<file path="config.mk">
export PLATFORM = sky130hd
export DESIGN_NAME = nibble_cpu
export DESIGN_NICKNAME = d
export VERILOG_FILES = /design/src/rtl/nibble_cpu_pkg.sv /design/src/rtl/nibble_cpu_ram.sv /design/src/rtl/nibble_cpu_alu.sv /design/src/rtl/nibble_cpu_seq.sv /design/src/rtl/nibble_cpu.sv
export SDC_FILE = /design/constraint.sdc
export NUM_CORES = 1
export LEC_CHECK = 0
export CAP_MARGIN = 20
export CORE_ASPECT_RATIO = 0.75
export CORE_MARGIN = 2
export CORE_UTILIZATION = 25
export DETAILED_ROUTE_END_ITERATION = 7
export DONT_BUFFER_PORTS = 1
export MAX_ROUTING_LAYER = met4
export PLACE_DENSITY = 0.41
export SKIP_LAST_GASP = 1
export SLEW_MARGIN = 20
export SYNTH_ARGS = -nofsm -noshare
export SYNTH_HDL_FRONTEND = slang
export SYNTH_HIERARCHICAL = 1
export SYNTH_SLANG_ARGS = --single-unit
</file>
<file path="constraint.sdc">
create_clock -name clk -period 3.32 [get_ports clk]
set_input_delay 0.332 -clock clk [delete_from_list [all_inputs] [get_ports clk]]
set_output_delay 0.332 -clock clk [all_outputs]
set_load 0.02 [all_outputs]
</file>
<file path="src/rtl/nibble_cpu_pkg.sv">
package nibble_cpu_pkg;

  localparam int OPC_W = 4;

  localparam logic [OPC_W-1:0] OPC_NOP = 4'h0;
  localparam logic [OPC_W-1:0] OPC_LDA = 4'h1;
  localparam logic [OPC_W-1:0] OPC_ADD = 4'h2;
  localparam logic [OPC_W-1:0] OPC_SUB = 4'h3;
  localparam logic [OPC_W-1:0] OPC_STA = 4'h4;
  localparam logic [OPC_W-1:0] OPC_JMP = 4'h6;
  localparam logic [OPC_W-1:0] OPC_LDI = 4'h7;
  localparam logic [OPC_W-1:0] OPC_JC  = 4'h8;
  localparam logic [OPC_W-1:0] OPC_JNC = 4'h9;
  localparam logic [OPC_W-1:0] OPC_OUT = 4'hE;
  localparam logic [OPC_W-1:0] OPC_HLT = 4'hF;

  typedef enum logic [2:0] {
    PH_ADDR  = 3'd0,
    PH_FETCH = 3'd1,
    PH_EXEC  = 3'd2,
    PH_ALU   = 3'd3,
    PH_HALT  = 3'd4
  } phase_e;

  function automatic logic uses_alu(input logic [OPC_W-1:0] op);
    return (op == OPC_ADD) || (op == OPC_SUB);
  endfunction

  function automatic logic jump_taken(input logic [OPC_W-1:0] op, input logic cy);
    return (op == OPC_JMP) || ((op == OPC_JC) && cy) || ((op == OPC_JNC) && !cy);
  endfunction

endpackage

</file>
<file path="src/rtl/nibble_cpu_ram.sv">
module nibble_cpu_ram #(
  parameter int DW = 8,
  parameter int AW = 4
) (
  input  logic          clk,
  input  logic          we,
  input  logic [AW-1:0] waddr,
  input  logic [DW-1:0] wdata,
  input  logic [AW-1:0] raddr,
  output logic [DW-1:0] rdata
);
  localparam int DEPTH = 1 << AW;

  logic [DEPTH-1:0][DW-1:0] words;

  for (genvar i = 0; i < DEPTH; i++) begin : g_word
    logic [DW-1:0] word_q;
    always_ff @(posedge clk) begin
      if (we && (waddr == AW'(i))) word_q <= wdata;
    end
    assign words[i] = word_q;
  end

  assign rdata = words[raddr];

endmodule

</file>
<file path="src/rtl/nibble_cpu_alu.sv">
module nibble_cpu_alu #(
  parameter int DW = 8
) (
  input  logic [DW-1:0] a,
  input  logic [DW-1:0] b,
  input  logic          sub,
  output logic [DW-1:0] result,
  output logic          carry_out
);
  function automatic logic [DW:0] addsub(input logic [DW-1:0] x,
                                         input logic [DW-1:0] y,
                                         input logic          minus);
    logic [DW-1:0] y_eff;
    y_eff = minus ? ~y : y;
    return {1'b0, x} + {1'b0, y_eff} + (DW+1)'(minus);
  endfunction

  logic [DW:0] wide;

  always_comb begin
    wide      = addsub(a, b, sub);
    result    = wide[DW-1:0];
    carry_out = wide[DW];
  end

endmodule

</file>
<file path="src/rtl/nibble_cpu_seq.sv">
module nibble_cpu_seq
  import nibble_cpu_pkg::*;
(
  input  logic             clk,
  input  logic             rst,
  input  logic [OPC_W-1:0] opcode,
  input  logic             opd_zero,
  input  logic             carry,
  output logic             ev_mar_pc,
  output logic             ev_fetch,
  output logic             ev_ld_a_mem,
  output logic             ev_ld_b,
  output logic             ev_store,
  output logic             ev_ld_imm,
  output logic             ev_jump,
  output logic             ev_out,
  output logic             ev_alu_wb,
  output logic             ev_sub,
  output logic             halted
);
  phase_e phase_q, phase_d;
  logic   in_exec;

  always_comb begin
    phase_d = phase_q;
    unique case (phase_q)
      PH_ADDR:  phase_d = PH_FETCH;
      PH_FETCH: phase_d = PH_EXEC;
      PH_EXEC: begin
        if (uses_alu(opcode))                  phase_d = PH_ALU;
        else if (opcode == OPC_HLT && opd_zero) phase_d = PH_HALT;
        else                                    phase_d = PH_ADDR;
      end
      PH_ALU:   phase_d = PH_ADDR;
      PH_HALT:  phase_d = PH_HALT;
      default:  phase_d = PH_ADDR;
    endcase
  end

  always_ff @(posedge clk) begin
    if (rst) phase_q <= PH_ADDR;
    else     phase_q <= phase_d;
  end

  assign in_exec     = (phase_q == PH_EXEC);
  assign ev_mar_pc   = (phase_q == PH_ADDR);
  assign ev_fetch    = (phase_q == PH_FETCH);
  assign ev_ld_a_mem = in_exec && (opcode == OPC_LDA);
  assign ev_ld_b     = in_exec && uses_alu(opcode);
  assign ev_store    = in_exec && (opcode == OPC_STA);
  assign ev_ld_imm   = in_exec && (opcode == OPC_LDI);
  assign ev_jump     = in_exec && jump_taken(opcode, carry);
  assign ev_out      = in_exec && (opcode == OPC_OUT);
  assign ev_alu_wb   = (phase_q == PH_ALU);
  assign ev_sub      = (opcode == OPC_SUB);
  assign halted      = (phase_q == PH_HALT);

endmodule

</file>
<file path="src/rtl/nibble_cpu.sv">
module nibble_cpu
  import nibble_cpu_pkg::*;
#(
  parameter int DW = 8,
  parameter int AW = 4
) (
  input  logic          clk,
  input  logic          rst,
  input  logic          ld_en,
  input  logic [AW-1:0] ld_addr,
  input  logic [DW-1:0] ld_data,
  output logic [DW-1:0] out_data,
  output logic          out_valid,
  output logic          halted
);
  localparam int EXT_W = DW - AW;

  logic [AW-1:0] pc_q, mar_q;
  logic [DW-1:0] ir_q, a_q, b_q;
  logic          carry_q;

  logic [DW-1:0] rd_data;
  logic          mem_we;
  logic [AW-1:0] mem_waddr;
  logic [DW-1:0] mem_wdata;

  logic [DW-1:0] alu_res;
  logic          alu_cy;

  logic [OPC_W-1:0] opcode;
  logic [AW-1:0]    operand;

  logic ev_mar_pc, ev_fetch, ev_ld_a_mem, ev_ld_b, ev_store;
  logic ev_ld_imm, ev_jump, ev_out, ev_alu_wb, ev_sub;

  assign opcode  = ir_q[DW-1 -: OPC_W];
  assign operand = ir_q[AW-1:0];

  nibble_cpu_seq u_seq (
    .clk         (clk),
    .rst         (rst),
    .opcode      (opcode),
    .opd_zero    (operand == '0),
    .carry       (carry_q),
    .ev_mar_pc   (ev_mar_pc),
    .ev_fetch    (ev_fetch),
    .ev_ld_a_mem (ev_ld_a_mem),
    .ev_ld_b     (ev_ld_b),
    .ev_store    (ev_store),
    .ev_ld_imm   (ev_ld_imm),
    .ev_jump     (ev_jump),
    .ev_out      (ev_out),
    .ev_alu_wb   (ev_alu_wb),
    .ev_sub      (ev_sub),
    .halted      (halted)
  );

  assign mem_we    = rst ? ld_en   : ev_store;
  assign mem_waddr = rst ? ld_addr : mar_q;
  assign mem_wdata = rst ? ld_data : a_q;

  nibble_cpu_ram #(.DW(DW), .AW(AW)) u_ram (
    .clk   (clk),
    .we    (mem_we),
    .waddr (mem_waddr),
    .wdata (mem_wdata),
    .raddr (mar_q),
    .rdata (rd_data)
  );

  nibble_cpu_alu #(.DW(DW)) u_alu (
    .a         (a_q),
    .b         (b_q),
    .sub       (ev_sub),
    .result    (alu_res),
    .carry_out (alu_cy)
  );

  always_ff @(posedge clk) begin
    if (rst) begin
      pc_q  <= '0;
      mar_q <= '0;
      ir_q  <= '0;
    end else begin
      if (ev_mar_pc) mar_q <= pc_q;
      if (ev_fetch) begin
        ir_q  <= rd_data;
        mar_q <= rd_data[AW-1:0];
        pc_q  <= pc_q + AW'(1);
      end
      if (ev_jump) pc_q <= operand;
    end
  end

  always_ff @(posedge clk) begin
    if (rst) begin
      a_q     <= '0;
      b_q     <= '0;
      carry_q <= 1'b0;
    end else begin
      if (ev_ld_a_mem) a_q <= rd_data;
      if (ev_ld_imm)   a_q <= {{EXT_W{1'b0}}, operand};
      if (ev_ld_b)     b_q <= rd_data;
      if (ev_alu_wb) begin
        a_q     <= alu_res;
        carry_q <= alu_cy;
      end
    end
  end

  always_ff @(posedge clk) begin
    if (rst) begin
      out_data  <= '0;
      out_valid <= 1'b0;
    end else begin
      out_valid <= ev_out;
      if (ev_out) out_data <= a_q;
    end
  end

endmodule

</file>
==> impl_results.md, run 1 <==
- Outcome: completed
- Initial drt markers: 239
- CP peak stage delay: 0.50 ns
- Nets@finish: 546
- Post-Syn Instances: 505
- Via Count: 4271
- First-pass GRT wire length: 28.40 mm
- RSZ-0062 raised after global routing: false
- Internal power: 3712 µW
- Filler Cell Count: 2973
- Sequential share of power: 49.3%
- Worst Hold Path EP: pc_q[2]
- Syn avg cell area: 15.12 µm²
- Mapped Area: 7634 µm²
- Clock Tree Root: clkbuf_16
- Initial Util: 25.38%
- TritonCTS clock tree: built
- Register Area: 4746 µm²
- IO Pins: 25
- Drc violations: 0
- Clk network pwr share: 41.3%
- Max-cap viol count: 0
- RR Endpoint: a_q[6]
- WL/cell: 20.18 µm
- Max FO, Critical Path: 9
- Final min period: 2.792 ns
- Power Total: 4929 µW
- First-pass detailed-route iteration total: 4
- Crit path top cell by count: nor3_1
- Core Util, Final: 29.11%
- Largest net degree at the start of global routing: 44
- Die height: 155.3 µm
- Syn_nets: 529
- Grt met1 use: 18.36%
- Slowest cell on crit path: dfxtp_1
- Ys async rst share: 0%
- Fin Setup TNS: 0 ns
- PwrDens: 563.1 nW/µm²
- Peak VDD IR: 428.6 µV
- IO buf count: 0
- Total grt overflow: 0
- CP endpoint kind: register
- Clk buf depth: 2
- Worst path cell trace: nand2_2 > nor3_1 > buf_4 > xor2_1 > inv_1 > fa_1 > nor2b_1 > o31a_1 > o21ai_0 > a31oi_1 > nand2_1 > o31a_2 > nor3_1
- Vias in the first global route: 4357
- Max Fclk: 0.3581 GHz
- Grt met2 use: 18.07%
- Final setup fails: 0
- Aggregate global-route resource usage: 12.87%
- Period utilisation layout: 84.11%
- DR vias/cell: 4.563
- Clock slew at reported path FFs: 0.07 ns
- Final Hold Fails: 0
- Clk_skew: 0.01212 ns
- Clock Latency Late Sink: 0.43 ns
- CORE AREA: 30070 µm²
- Synth cell types: 60
- Net Switching: 1217 µW
- Remaining antenna violation count: 0
- Gate power share: 9.4%
- Post-CTS Setup Bufs: 0
- Gr busiest metal: met1
- Initial antenna violation count: 0
- Leakage: 0.002898 µW
- Critical path class: register to register
- Reg2Reg Depth: 13
- Total wire length: 18.89 mm
- Startpoint types: register
- Synthesis-stage register bit count: 173
- Worst Path Arrival: 3.15 ns
- Worst-margin pin slew: 1.042 ns
- Yosys warns: 6
- Global routing met3 resource utilization: 2.786%
- Max Slew Vio Count: 0
- Min-delay src: rst
- WHS Path Cells: 2
- Die area: 31960 µm²
- Relative max-transition margin: 30.29%
- Hpwl dp: 12.60 mm
- Top_reg_cell synth: edfxtp_1
- Die X: 205.8 µm
- Post-CTS sizing: 0
- Share of cells above drive strength 1: 22.06%
- Switching Share: 24.68%
- Worst R2R Setup Slack: 0.53 ns
- CTS buffer count: 17
- # rows: 55
- CTS H-tree lvls: 4
- Worst EP required: 3.68 ns
- Hold/Removal Path Class: input port to register
- Sequential area share after synthesis: 62.15%
- EDFF count, synth: 128
- Area of the multi-input gates: 2640 µm²
- Clk sinks: 173
- Routability cong.: 0.7465
- Worst r2r src: ir_q[5]
- Synthesis-to-finish area growth: 14.67%
layout make-up:
| type | instances | area share [%] |
|---|---|---|
| diodes | 2 | 0.05718 |
| clock buffers | 17 | 4.860 |
| clock inverters | 15 | 2.015 |
| inverters | 9 | 0.3859 |
| multi-input cells | 294 | 30.16 |
| flip-flops and latches | 173 | 54.22 |
| well taps | 399 | 5.703 |
| repair buffers | 27 | 2.601 |
how the worst max path moves through the flow:
stage	startpoint	end	cells after the start
floorplan	u_seq/phase_q[0]	u_ram/g_word[0].word_q[0]	6
global route	ir_q[5]	a_q[6]	13
finish	ir_q[5]	a_q[6]	13
global placement	ir_q[5]	a_q[6]	13
CTS	ir_q[5]	a_q[6]	13
detailed placement	ir_q[5]	a_q[6]	13
power groups by stage:
stage	Combinational (µW)	Sequential [µW]	Clock, µW
2_1_floorplan	365	2450	0
3_3_place_gp	452	2480	0
3_5_place_dp	458	2480	0
4_1_cts	472	2430	2100
5_1_grt	511	2440	2180
6_report	463	2430	2030
state kept, by name, summed over array words and instances (netlist names):
register,flops
out_valid,1
ir_q,8
pc_q,4
carry_q,1
a_q,8
u_ram/g_word.word_q,128
u_seq/phase_q,3
out_data,8
mar_q,4
b_q,8
placed cells by master (no fill, tap or decap), types with 16 or more instances in the layout:
cell,n
clkbuf_16,17
dfxtp_1,44
edfxtp_1,128
buf_4,25
nor2_1,49
nand2_1,26
a22oi_1,16
mux2_2,18
mux2i_1,27
mux4_2,18
routing by layer:
| layer | vias to the layer above | part of all wire (%) |
|---|---|---|
| met2 | 70 | 44 |
| met1 | 2208 | 51 |
| met5 | - | 0 |
| met4 | 0 | 1.2 |
| met3 | 10 | 3.7 |
| li1 | 1983 | - |
per-stage QoR:
| stage | hold slack (ns) | worst slack, ns | std cells | cell area, µm² |
|---|---|---|---|---|
| floorplan | 0.4009 | 0.8242 | 505 | 7634 |
| global placement | 0.4145 | 0.5968 | 901 | 8127 |
| detailed placement | 0.4159 | 0.5596 | 901 | 8127 |
| CTS | 0.03094 | 0.5332 | 934 | 8748 |
| global route | 0.05002 | 0.2280 | 934 | 8748 |
| finish | 0.06318 | 0.5276 | 936 | 8753 |
Yosys cell counts (all sizes together), types with 5 or more instances:
cell type | instances | area (µm²)
edfxtp | 128 | 3844
nor2 | 50 | 190.2
dfxtp | 45 | 900.9
mux4 | 32 | 773.2
mux2i | 28 | 284.0
nand2 | 27 | 103.9
buf | 22 | 167.7
mux2 | 18 | 202.7
a22oi | 16 | 120.1
nor3 | 15 | 80.08
a21oi | 13 | 68.82
xor2 | 10 | 87.58
inv | 9 | 33.78
nor2b | 9 | 56.30
ha | 8 | 100.1
nand2b | 8 | 50.05
o21a | 7 | 52.55
o31a | 6 | 56.31
xnor2 | 5 | 43.79
worst max-delay path: cells and delay by family, from the launching register on:
kind	cells	cell delay [ns]
adder cells (fa/ha/maj)	1	0.44
flip-flops	1	0.50
buffers and inverters	2	0.31
AND/OR/NAND/NOR	5	0.66
XOR/XNOR	1	0.24
AO/OA/AOI/OAI	4	0.59
cells by family (layout without fill, tap and decap cells):
family | after synthesis | in the layout | synth area share [%]
xor+xnor | 15 | 15 | 1.721
compound gates | 58 | 58 | 5.885
fa+ha+maj | 9 | 9 | 1.574
simple gates | 134 | 134 | 8.769
other cells | 0 | 2 | 0
flops | 173 | 173 | 62.15
buf+inv | 38 | 68 | 3.393
mux | 78 | 78 | 16.51
what timing repair did:
action | CTS | global route
setup endpoints to repair | 0 | 0
hold endpoints to repair | 43 | 0
hold buffers | 1 | 0
Power figures use the tool's default switching activity.
==> inputs of run 2 (changes only) <==
Settings changed: PLACE_DENSITY 0.41 to 0.43.
Clock period 3.32 ns to 2.3 ns, I/O delays scaled along.
==> impl_results.md, run 2 (synthesis results as in run 1) <==
- Outcome: finished with violations
- Failing checks: negative setup slack
- Worst-margin pin slew: 0.7385 ns
- Clock Latency Late Sink: 0.43 ns
- CORE AREA: 30070 µm²
- Worst R2R Setup Slack: -0.06 ns
- Routability cong.: 0.7622
- Gr busiest metal: met1
- WP buf/inv: 3
- Worst Hold Path EP: out_data[7]
- PwrDens: 771.1 nW/µm²
- Largest Register: u_ram/g_word.word_q
- IO Pins: 25
- Inst Count DP: 948
- Vias in the first global route: 4472
- Synthesis-to-finish area growth: 21.77%
- Max-cap viol count: 0
- RSZ-0062 raised after global routing: true
- Fin cells: 986
- Max Slew Vio Count: 0
- CP peak stage delay: 0.32 ns
- Internal power: 5430 µW
- Diode count: 0
- Share of cells above drive strength 1: 31.86%
- CP delay by family, top: compound AO/OA/AOI/OAI gates
- Worst r2r src: ir_q[5]
- WHS Path Cells: 2
- Fin Setup TNS: -0.1208 ns
- Die X: 205.8 µm
- First-pass detailed-route iteration total: 4
- Clock slew at reported path FFs: 0.07 ns
- Grt met2 use: 17.68%
- Filler Cell Count: 2974
- Reg2Reg Depth: 13
- Max Fclk: 0.4236 GHz
- Gate power share: 12.2%
- Initial antenna violation count: 0
- Final setup fails: 3
- Worst Path Arrival: 2.72 ns
- IO buf count: 0
- Hold/Removal Path Class: input port to register
- Initial drt markers: 258
- Clk_skew: 0.008350 ns
- CTS H-tree lvls: 4
- Area of the multi-input gates: 2756 µm²
- Hold WS: 0.1231 ns
- DR vias/cell: 4.487
- CTS buffer count: 17
- Aggregate global-route resource usage: 12.83%
- Final WS setup: -0.06081 ns
- CP endpoint kind: register
- RR Endpoint: a_q[7]
- Die height: 155.3 µm
- Net Switching: 1737 µW
- Remaining antenna violation count: 0
- # rows: 55
- Via Count: 4424
- Register Area: 4751 µm²
- Period utilisation layout: 102.6%
- Clk sinks: 173
- Global routing met3 resource utilization: 2.702%
- Clk network pwr share: 39.3%
- Die area: 31960 µm²
- Largest net degree at the start of global routing: 46
- Final min period: 2.361 ns
- Max reg flops: 128
- Final Hold Fails: 0
- Slowest cell on crit path: dfxtp_2
- Total wire length: 19.31 mm
- First-pass GRT wire length: 28.61 mm
- WL/cell: 19.58 µm
- Clock Tree Root: clkbuf_16
- TritonCTS clock tree: built
- Hpwl dp: 12.90 mm
- Commonest cells after routing, fill and taps aside: edfxtp_1, buf_4, nor2_1
- Min-delay src: rst
- Sequential share of power: 48.5%
- Clk buf depth: 2
- Worst path cell trace: nand2_2 > nor3_2 > buf_4 > buf_12 > buf_4 > xor2_1 > ha_1 > a211o_1 > a221oi_2 > xnor2_1 > nand2_1 > o31a_1 > nor3_2
- Startpoint types: register
- Leakage: 0.003167 µW
- Peak VDD IR: 498.8 µV
- Drc violations: 0
- Switching Share: 24.24%
- Worst EP required: 2.66 ns
- Relative max-transition margin: 50.39%
- Critical path class: register to register
- Grt met1 use: 18.93%
- Total grt overflow: 0
- Max FO, Critical Path: 4
- Nets@finish: 598
- Commonest non-fill, non-tap cell in the layout: edfxtp_1
- Initial Util: 25.38%
- Total stage count of the critical path: 13
==> run 2: power by group through the flow <==
| stage | Clock [µW] | Sequential (µW) | Combinational, µW |
|---|---|---|---|
| after floorplan | 0 | 3530 | 528 |
| after global placement | 0 | 3540 | 820 |
| after detailed placement | 0 | 3550 | 828 |
| after CTS | 2910 | 3480 | 859 |
| after global routing | 3030 | 3490 | 947 |
| final | 2810 | 3480 | 875 |
==> run 2: area by class of cell <==
| class | instances | area share [%] |
|---|---|---|
| Tap cell | 399 | 5.371 |
| Multi-Input combinational cell | 294 | 29.65 |
| Inverter | 9 | 0.3634 |
| Clock buffer | 18 | 4.617 |
| Sequential cell | 173 | 51.11 |
| Clock inverter | 14 | 1.561 |
| Timing Repair Buffer | 79 | 7.323 |
==> run 2: what timing repair did <==
action | CTS | global route
resized for setup | 15 | 11
setup buffers | 3 | 1
setup endpoints to repair | 6 | 47
cloned | 0 | 1
hold buffers | 1 | 0
pin swaps | 16 | 4
hold endpoints to repair | 45 | 0
==> run 2: metal layers <==
metal	routed length (µm)	up-vias
met2	8047	60
met3	501	15
li1	-	2072
met4	217	0
met5	0	-
met1	10540	2277
==> run 2: through the flow <==
stage                     total power, µW  setup slack [ns]  utilization, %  instance area, µm²
final                                7167          -0.06081           30.91                9295
after global routing                 7463           -0.1945           30.91                9295
after CTS                            7245          -0.09782           30.65                9218
after detailed placement             4373           -0.1182           28.35                8527
after global placement               4362          -0.05568           28.35                8527
after floorplan                      4060          -0.05199               -                7644
==> run 2: how the worst max path moves through the flow <==
stage	start	endpoint
after CTS	ir_q[5]	a_q[6]
after floorplan	ir_q[5]	a_q[6]
after global placement	ir_q[5]	a_q[6]
final	ir_q[5]	a_q[7]
after global routing	ir_q[5]	a_q[7]
after detailed placement	ir_q[5]	a_q[6]
==> run 2: worst reg2reg max path, delay by kind of cell (launching register included) <==
kind / cells / cell delay (ns)
compound gates: 3 / 0.69
xor+xnor: 2 / 0.30
fa+ha+maj: 1 / 0.23
buf+inv: 3 / 0.40
flops: 1 / 0.32
simple gates: 4 / 0.34
==> inputs of run 3 (changes only) <==
Settings changed: SKIP_LAST_GASP 1 to unset.
==> impl_results.md, run 3 (synthesis results as in run 1) <==
- Failing checks: negative hold slack, negative setup slack
- TritonCTS clock tree: built
- Core Util, Final: 31.79%
- Worst-margin pin slew: 0.7437 ns
- RSZ-0062 raised after global routing: true
- CTS Hold Bufs: 16
- CORE AREA: 30070 µm²
- Max Slew Vio Count: 0
- Largest Register: u_ram/g_word.word_q
- Startpoint types: register
- Commonest cells after routing, fill and taps aside: edfxtp_1, buf_4, nor2_1
- Total grt overflow: 0
- Worst Path Arrival: 2.68 ns
- Gate power share: 12.3%
- PwrDens: 750.9 nW/µm²
- First-pass detailed-route iteration total: 4
- Worst EP required: 2.66 ns
- Post-Place Worst Slack: -0.1182 ns
- CTS buffer count: 17
- Vias in the first global route: 4539
- Critical path class: register to register
- Total wire length: 19.32 mm
- Clock Latency Late Sink: 0.43 ns
- Clock slew at reported path FFs: 0.07 ns
- Hold WS: -0.1222 ns
- Initial drt markers: 284
- Share of cells above drive strength 1: 33.00%
- Register Area: 4751 µm²
- Clk buf depth: 2
- Nets@finish: 614
- # rows: 55
- IO buf count: 0
- Drc violations: 0
- Net Switching: 1732 µW
- Period utilisation layout: 101.0%
- Via Count: 4463
- Final Hold Fails: 29
- Slowest cell on crit path: dfxtp_2
- Diode count: 0
- Initial Util: 25.38%
- Final min period: 2.323 ns
- Synthesis-to-finish area growth: 25.24%
- WL/cell: 19.28 µm
- Max FO, Critical Path: 4
- Commonest non-fill, non-tap cell in the layout: edfxtp_1
- CTS H-tree lvls: 4
- Clock Tree Root: clkbuf_16
- Clk_skew: 0.008422 ns
- Switching Share: 24.13%
- Max-cap viol count: 0
- Clk network pwr share: 39.2%
- Peak VDD IR: 498.7 µV
- Aggregate global-route resource usage: 12.80%
- Area of the multi-input gates: 2863 µm²
- Max reg flops: 128
- Fin Setup TNS: -0.04091 ns
- Internal power: 5447 µW
- IO Pins: 25
- Initial antenna violation count: 0
- Sequential share of power: 48.5%
- Final WS setup: -0.02342 ns
- Largest net degree at the start of global routing: 59
- Clk sinks: 173
- Die X: 205.8 µm
- Die height: 155.3 µm
- Hpwl dp: 12.90 mm
- Leakage: 0.003294 µW
- First-pass GRT wire length: 28.72 mm
- CP peak stage delay: 0.34 ns
- Final setup fails: 2
- Routability cong.: 0.7622
- Remaining antenna violation count: 0
- CP endpoint kind: register
- Max Fclk: 0.4304 GHz
- Relative max-transition margin: 50.04%
- Filler Cell Count: 2955
- Outcome: finished with violations
- Die area: 31960 µm²
- Worst path cell trace: nand2_2 > nor3_2 > buf_4 > buf_12 > xor2_2 > ha_4 > o21a_1 > o31a_1 > o31a_1 > a31oi_1 > nand2_1 > o31a_2 > nor3_2
- DR vias/cell: 4.454
- Hold/Removal Path Class: input port to register
==> run 3: cell count changes in the layout (fill, tap and decap cells not counted), sizes merged <==
cell         change
dlygate4sd3     +16
==> run 3: worst max-delay path, delay by kind of cell, from the launching register on <==
| family | cells | cell delay, ns |
|---|---|---|
| flops | 1 | 0.34 |
| simple gates | 4 | 0.37 |
| fa+ha+maj | 1 | 0.23 |
| compound gates | 5 | 0.85 |
| xor+xnor | 1 | 0.17 |
| buf+inv | 2 | 0.29 |
==> run 3: final cells by class <==
class,count,share of cell area (%)
Multi-Input combinational cell,294,29.94
Clock inverter,14,1.518
Clock buffer,18,4.489
Tap cell,399,5.222
Inverter,9,0.3534
Timing Repair Buffer,95,8.782
Sequential cell,173,49.69
==> run 3: worst paths after layout <==
check / to / cells after the start / start / slack [ns]
setup reg to reg: a_q[6] / 13 / ir_q[5] / -0.02
hold / removal: a_q[0] / 1 / rst / -0.12
hold reg to reg: ir_q[3] / 2 / ir_q[3] / 0.51
setup / recovery: a_q[6] / 13 / ir_q[5] / -0.02
==> run 3: per-layer routing <==
| layer | track usage (%) | wire length (µm) | up-vias |
|---|---|---|---|
| met4 | 3.435 | 217 | 0 |
| li1 | - | - | 2103 |
| met1 | 18.86 | 10420 | 2284 |
| met3 | 2.702 | 529 | 15 |
| met5 | - | 0 | - |
| met2 | 17.67 | 8159 | 61 |
==> run 3: power by group through the flow <==
| stage | sequential [µW] | combinational (µW) | clock [µW] |
|---|---|---|---|
| detailed placement | 3550 | 828 | 0 |
| CTS | 3480 | 854 | 2910 |
| floorplan | 3530 | 528 | 0 |
| global route | 3490 | 959 | 3030 |
| finish | 3480 | 885 | 2810 |
| global placement | 3540 | 820 | 0 |
==> run 3: through the flow <==
| step | instance area (µm²) | instances | total power [µW] |
|---|---|---|---|
| 3_5_place_dp | 8527 | 948 | 4373 |
| 3_3_place_gp | 8527 | 948 | 4362 |
| 5_1_grt | 9560 | 1002 | 7476 |
| 2_1_floorplan | 7644 | 505 | 4060 |
| 4_1_cts | 9363 | 999 | 7241 |
| 6_report | 9560 | 1002 | 7179 |
==> run 3: timing repair <==
item / 4_1_cts / 5_1_grt
gates resized for setup: 16 / 29
pin swaps: 18 / 16
cloned: 0 / 1
buffers inserted: 3 / 2
setup endpoints to repair: 6 / 51
hold endpoints to repair: 45 / 29
